<file path="src/rtl/mip_pkg.sv">
package mip_pkg;
  typedef enum logic [1:0] {
    DSZ_NULL = 2'b00,
    DSZ_WORD = 2'b01,
    DSZ_LONG = 2'b10,
    DSZ_RSVD = 2'b11
  } dsz_e;

  typedef enum logic {
    ST_IDLE  = 1'b0,
    ST_FETCH = 1'b1
  } st_e;
endpackage

</file>
<file path="src/rtl/mip_rst_sync.sv">
module mip_rst_sync #(
  parameter int STAGES = 2
) (
  input  logic clk,
  input  logic rst_n,
  output logic rst_sync_n
);
  logic [STAGES-1:0] chain_q;

  always_ff @(posedge clk or negedge rst_n) begin
    if (!rst_n) chain_q <= '0;
    else        chain_q <= {chain_q[STAGES-2:0], 1'b1};
  end

  assign rst_sync_n = chain_q[STAGES-1];
endmodule

</file>
<file path="src/rtl/mip_sext.sv">
module mip_sext #(
  parameter int W  = 32,
  parameter int HW = 16
) (
  input  logic [W-1:0] val,
  input  logic         en,
  input  logic         long_sel,
  output logic [W-1:0] ext
);
  localparam int EXT_W = W - HW;

  logic [W-1:0] short_ext;
  assign short_ext = {{EXT_W{val[HW-1]}}, val[HW-1:0]};

  always_comb begin
    if (!en)          ext = '0;
    else if (long_sel) ext = val;
    else               ext = short_ext;
  end
endmodule

</file>
<file path="src/rtl/mip_scaler.sv">
module mip_scaler #(
  parameter int W  = 32,
  parameter int SW = 2
) (
  input  logic [W-1:0]  val,
  input  logic [SW-1:0] scale,
  output logic [W-1:0]  scaled
);
  localparam int NSTEP = 1 << SW;

  logic [W-1:0] cand [NSTEP];

  for (genvar g = 0; g < NSTEP; g++) begin : g_shift
    assign cand[g] = val << g;
  end

  assign scaled = cand[scale];
endmodule

</file>
<file path="src/rtl/mip_ctrl.sv">
module mip_ctrl
  import mip_pkg::*;
(
  input  logic clk,
  input  logic rst_n,
  input  logic start,
  input  logic rd_ack,
  output logic load_ptr,
  output logic load_ea,
  output logic rd_req,
  output logic done
);
  st_e  st_q, st_d;
  logic done_d;

  always_comb begin
    st_d     = st_q;
    load_ptr = 1'b0;
    load_ea  = 1'b0;
    done_d   = 1'b0;
    case (st_q)
      ST_IDLE: begin
        if (start) begin
          st_d     = ST_FETCH;
          load_ptr = 1'b1;
        end
      end
      ST_FETCH: begin
        if (rd_ack) begin
          st_d    = ST_IDLE;
          load_ea = 1'b1;
          done_d  = 1'b1;
        end
      end
      default: st_d = ST_IDLE;
    endcase
  end

  always_ff @(posedge clk or negedge rst_n) begin
    if (!rst_n) begin
      st_q <= ST_IDLE;
      done <= 1'b0;
    end else begin
      st_q <= st_d;
      done <= done_d;
    end
  end

  assign rd_req = (st_q == ST_FETCH);

  AST_REQ_HELD: assert property (@(posedge clk) disable iff (!rst_n)
    rd_req && !rd_ack |=> rd_req);
  AST_REQ_DROPS: assert property (@(posedge clk) disable iff (!rst_n)
    rd_req && rd_ack |=> !rd_req);
  AST_DONE_PULSE: assert property (@(posedge clk) disable iff (!rst_n)
    done |=> !done);
  AST_DONE_AFTER_ACK: assert property (@(posedge clk) disable iff (!rst_n)
    done |-> $past(rd_req && rd_ack));
  AST_IDLE_AT_DONE: assert property (@(posedge clk) disable iff (!rst_n)
    done |-> !rd_req);
endmodule

</file>
<file path="src/rtl/mip_agu.sv">
module mip_agu
  import mip_pkg::*;
#(
  parameter int ADDR_W  = 32,
  parameter int SCALE_W = 2
) (
  input  logic              clk,
  input  logic              rst_n,
  input  logic              start,
  input  logic [ADDR_W-1:0] base_val,
  input  logic              base_sup,
  input  logic [ADDR_W-1:0] idx_val,
  input  logic              idx_long,
  input  logic [SCALE_W-1:0] idx_scale,
  input  logic              idx_sup,
  input  logic [ADDR_W-1:0] bd_val,
  input  logic [1:0]        bd_size,
  input  logic [ADDR_W-1:0] od_val,
  input  logic [1:0]        od_size,
  output logic              rd_req,
  output logic [ADDR_W-1:0] rd_addr,
  input  logic              rd_ack,
  input  logic [ADDR_W-1:0] rd_data,
  output logic              done,
  output logic [ADDR_W-1:0] ea
);
  localparam int HALF_W = ADDR_W / 2;

  logic              rst_i_n;
  logic              load_ptr, load_ea;
  logic [ADDR_W-1:0] bd_ext, od_ext, idx_ext, idx_scaled, base_eff;
  logic [ADDR_W-1:0] ptr_d, ptr_q, od_q, ea_d, ea_q;
  logic              bd_en, bd_long, od_en, od_long;

  mip_rst_sync #(.STAGES(2)) u_rst (
    .clk(clk), .rst_n(rst_n), .rst_sync_n(rst_i_n)
  );

  assign bd_en   = (bd_size == DSZ_WORD) || (bd_size == DSZ_LONG);
  assign bd_long = (bd_size == DSZ_LONG);
  assign od_en   = (od_size == DSZ_WORD) || (od_size == DSZ_LONG);
  assign od_long = (od_size == DSZ_LONG);

  mip_sext #(.W(ADDR_W), .HW(HALF_W)) u_bd (
    .val(bd_val), .en(bd_en), .long_sel(bd_long), .ext(bd_ext)
  );
  mip_sext #(.W(ADDR_W), .HW(HALF_W)) u_od (
    .val(od_val), .en(od_en), .long_sel(od_long), .ext(od_ext)
  );
  mip_sext #(.W(ADDR_W), .HW(HALF_W)) u_idx (
    .val(idx_val), .en(!idx_sup), .long_sel(idx_long), .ext(idx_ext)
  );
  mip_scaler #(.W(ADDR_W), .SW(SCALE_W)) u_scl (
    .val(idx_ext), .scale(idx_scale), .scaled(idx_scaled)
  );

  mip_ctrl u_ctrl (
    .clk(clk), .rst_n(rst_i_n), .start(start), .rd_ack(rd_ack),
    .load_ptr(load_ptr), .load_ea(load_ea), .rd_req(rd_req), .done(done)
  );

  assign base_eff = base_sup ? '0 : base_val;
  assign ptr_d    = bd_ext + base_eff + idx_scaled;
  assign ea_d     = rd_data + od_q;

  always_ff @(posedge clk or negedge rst_i_n) begin
    if (!rst_i_n) begin
      ptr_q <= '0;
      od_q  <= '0;
    end else if (load_ptr) begin
      ptr_q <= ptr_d;
      od_q  <= od_ext;
    end
  end

  always_ff @(posedge clk or negedge rst_i_n) begin
    if (!rst_i_n) ea_q <= '0;
    else if (load_ea) ea_q <= ea_d;
  end

  assign rd_addr = ptr_q;
  assign ea      = ea_q;

  AST_ADDR_STABLE: assert property (@(posedge clk) disable iff (!rst_i_n)
    rd_req && !rd_ack |=> $stable(rd_addr));
  AST_EA_ONLY_AT_DONE: assert property (@(posedge clk) disable iff (!rst_i_n)
    !$stable(ea) |-> done);
  AST_BUSY_START_NO_LOAD: assert property (@(posedge clk) disable iff (!rst_i_n)
    rd_req && start |=> $stable(rd_addr));
endmodule

</file>
<file path="config.mk">
export PLATFORM = sky130hd
export DESIGN_NAME = mip_agu
export DESIGN_NICKNAME = d
export VERILOG_FILES = /design/src/rtl/mip_pkg.sv /design/src/rtl/mip_rst_sync.sv /design/src/rtl/mip_sext.sv /design/src/rtl/mip_scaler.sv /design/src/rtl/mip_ctrl.sv /design/src/rtl/mip_agu.sv
export SDC_FILE = /design/constraint.sdc
export NUM_CORES = 1
export LEC_CHECK = 0
export BUFFER_PORTS_ARGS = -buffer_cell sky130_fd_sc_hd__buf_2
export CAP_MARGIN = 20
export CELL_PAD_IN_SITES_DETAIL_PLACEMENT = 0
export CELL_PAD_IN_SITES_GLOBAL_PLACEMENT = 1
export CORE_UTILIZATION = 30
export DETAILED_ROUTE_END_ITERATION = 8
export PLACE_DENSITY = 0.76
export SLEW_MARGIN = 40
export SYNTH_ARGS = -nofsm -noshare
export SYNTH_HDL_FRONTEND = slang
export SYNTH_SLANG_ARGS = --single-unit
</file>
<file path="constraint.sdc">
create_clock -name clk -period 7 [get_ports clk]
set_input_delay 1.4 -clock clk [delete_from_list [all_inputs] [get_ports clk]]
set_output_delay 1.4 -clock clk [all_outputs]
set_load 0.02 [all_outputs]
</file>
==> metrics <==
run status=completed; Antenna Nets Post-Route=0; register clock-pin slew on the reported worst setup and hold paths=0.07 ns; TritonRoute pass-1 iters=5; initial antenna violation count=0; crit path kind=in2reg; #FFs+latches synth=100; leakage power total=5.444 nW; Clock Skew=0.008059 ns; row count=63; Crit path arrival time=5.65 ns; Data required, critical path=7.28 ns; number of synthesized flops with an enable pin=0; worst path bufs/invs=2; die width=176.5 um; period utilization=76.73%; Iter 0 DRT Violations=400; cts bufs inserted=9; normalized max-slew margin=49.29%; Unique masters post-synth=70; post-CTS setup buffers=0; clk_lat worst skew=0.35 ns; dpl hpwl=21.01 mm; multi-input logic area=6131 um^2; slack of the critical path=1.629 ns; Area Overhead vs Synth=19.62%; CTS Root Cell=clkbuf_16; CP max stage cell=fa_1; placed instance count=1,646; Remaining Overflow, GRT=0; largest net degree at the start of global routing=72; WHS=0.3570 ns; unrepaired setup endpoints after global routing=no; Tot Pwr=2.842 mW; I/O Buffers=238; Design Area, Final=10,930 um^2; Nets=1,536; worst-path cell chain=buf_2 > mux2i_1 > or3_1 > fa_1 > inv_1 > ha_1 > fa_1 > a21o_1 > a21oi_2 > o21ai_2 > a41oi_4 > o2111ai_4 > a311oi_4 > o21ai_2 > or4_1 > nand3_1; Worst Path Max Fanout=18; Total Wirelength=25.88 mm; TNS Setup=0 ns; DIE AREA=31,170 um^2; share of post-route cells with drive strength above 1=23.11%; syn avg cell area=8.510 um^2; ys async rst share=100.0%; Syn Nets=1,343; register area=2506 um^2; first-pass GRT wire length=41.26 mm; post-route minimum period=5.371 ns; CP top delay family=compound AO/OA/AOI/OAI gates; Post-CTS Resized=0; # fillers=3,183; final-report hold violation count=0; Placement Cell Area=10,640 um^2; Clock Tree Buf Depth=2; worst hold path class=reg2reg; Worst Setup End Kind=flip-flop; DR vias=8,117; # clock sinks=100; routed vias/inst=4.884; crit-path max cell delay=0.52 ns; Critical Path Start Type=input pin; routed length per instance=15.57 um; most frequent cells in the layout=buf_2 (238), nand2_1 (134), dfrtp_1 (99); height of the die=176.5 um; Peak VDD IR=0.00009186 V; Slew @ Worst Pin=0.7606 ns; Max Cap Violations=0; max-slew violations=0; Final Non-Filler Cells=1,662; ant diodes=0; Synth Flop Type=dfrtp_1; core area=29,800 um^2; number of global-route vias before repair=8,030; Hold-fix buffers, CTS=0; Pwr Density=259.9 nW/um^2; GR Util All Layers=16.55%; synth warn=0; CTS HTree Levels=3; Initial Util=30.68%; Finished Core Util=36.69%; dpl ws=1.248 ns; register area share after synthesis=27.38%; mapped cell area=9140 um^2; # IOs=239; Max Clock Freq=186.2 MHz; commonest non-fill, non-tap cell in the layout=buf_2; Remaining DRCs=0; final number of setup-violating endpoints=0; CTS tree=built; Final Wtd Congestion=0.8492; Mapped Cells=1,074
==> cell usage after synthesis (3+ instances only) <==
cell      count  share of area, %
a31oi_1       6              0.41
buf_1         3              0.12
nand2_1     135               5.5
mux2_2        6              0.74
o31ai_1       6              0.49
dfrtp_1     100                27
a21oi_1      87               4.8
xor2_1       24               2.3
and2_1        6              0.41
or2_2         3              0.21
a211o_1       6              0.57
o21ai_1      15              0.82
xnor2_1      31               3.0
o21bai_1     12              0.99
ha_1         63               8.6
a21oi_2       3              0.29
fa_1         33               7.2
o21ai_0      94               5.1
mux4_2        8               2.0
a211oi_1     16               1.3
nor2b_1      17               1.2
clkbuf_1     57               2.3
inv_1        75               3.1
nand2b_1     67               4.6
nor3_1        7              0.38
mux2i_1      33               3.6
nand4_1      10              0.68
nor2_1       27               1.1
o21a_1        9              0.74
nor3b_1       4              0.33
nand3_1      19               1.0
a21o_1       44               3.6
==> registers in the layout (all words and copies together), names as in the netlist <==
| signal | cells |
|---|---|
| od_q | 32 |
| rd_addr | 32 |
| u_ctrl.rd_req | 1 |
| u_rst.chain_q | 2 |
| ea | 32 |
| u_ctrl.done | 1 |
==> worst register-to-register path: stages, from the launching register on <==
cell	delay, ns
dfrtp_1	0.35
ha_1	0.20
inv_1	0.07
fa_1	0.40
nor2b_1	0.18
o2111ai_1	0.18
a31oi_1	0.39
o21a_1	0.27
a211oi_1	0.10
o31a_1	0.35
o21ai_1	0.18
xnor2_1	0.15
o21ai_1	0.08
==> path summary, 6_finish.rpt <==
check / from / to / slack (ns) / depth (start not counted)
max: idx_scale[0] / rd_addr[31]$_DFFE_PN0P_ / 1.63 / 16
min: u_rst.chain_q[0]$_DFF_PN0_ / u_rst.chain_q[1]$_DFF_PN0_ / 0.36 / 0
max reg2reg: od_q[0]$_DFFE_PN0P_ / ea[24]$_DFFE_PN0P_ / 3.98 / 12
min reg2reg: u_rst.chain_q[0]$_DFF_PN0_ / u_rst.chain_q[1]$_DFF_PN0_ / 0.36 / 0
max in group asynchronous: u_rst.chain_q[1]$_DFF_PN0_ / ea[26]$_DFFE_PN0P_ / 5.52 / 1
min in group asynchronous: u_rst.chain_q[1]$_DFF_PN0_ / ea[2]$_DFFE_PN0P_ / 0.39 / 0
==> cells by family (layout without fill, tap and decap cells) <==
group | after synthesis | count (layout) | synth area share, %
compound gates | 328 | 328 | 22.74
simple gates | 310 | 310 | 16.76
buf+inv | 137 | 335 | 5.640
flops | 100 | 100 | 27.38
fa+ha+maj | 96 | 96 | 15.85
xor+xnor | 55 | 55 | 5.270
mux | 47 | 47 | 6.324
other cells | 1 | 1 | 0.04103
==> cell type report <==
cell class	instances	area share, %
clock buffer	10	2.094
inverter	76	2.609
clock inverter	6	0.5951
multi-input combinational	837	56.08
tap	390	4.463
sequential	100	22.92
timing repair buffer	243	11.24
==> where the power goes <==
part	leakage [nW]	internal (mW)	total [mW]	switching, mW
sequential	1.26	0.769	0.874	0.104
combinational	4.06	0.561	1.46	0.898
clock	0.131	0.277	0.509	0.232
total	5.44	1.61	2.84	1.23
==> layer usage <==
metal / GRT usage (%) / vias up / part of all wire [%]
met3: 2.347 / 25 / 5.1
li1: - / 4100 / -
met2: 28.27 / 240 / 47
met1: 21.86 / 3752 / 47
met5: 0 / - / 0
met4: 4.059 / 0 / 1.5
No activity file was read; power rests on OpenSTA's default activity.
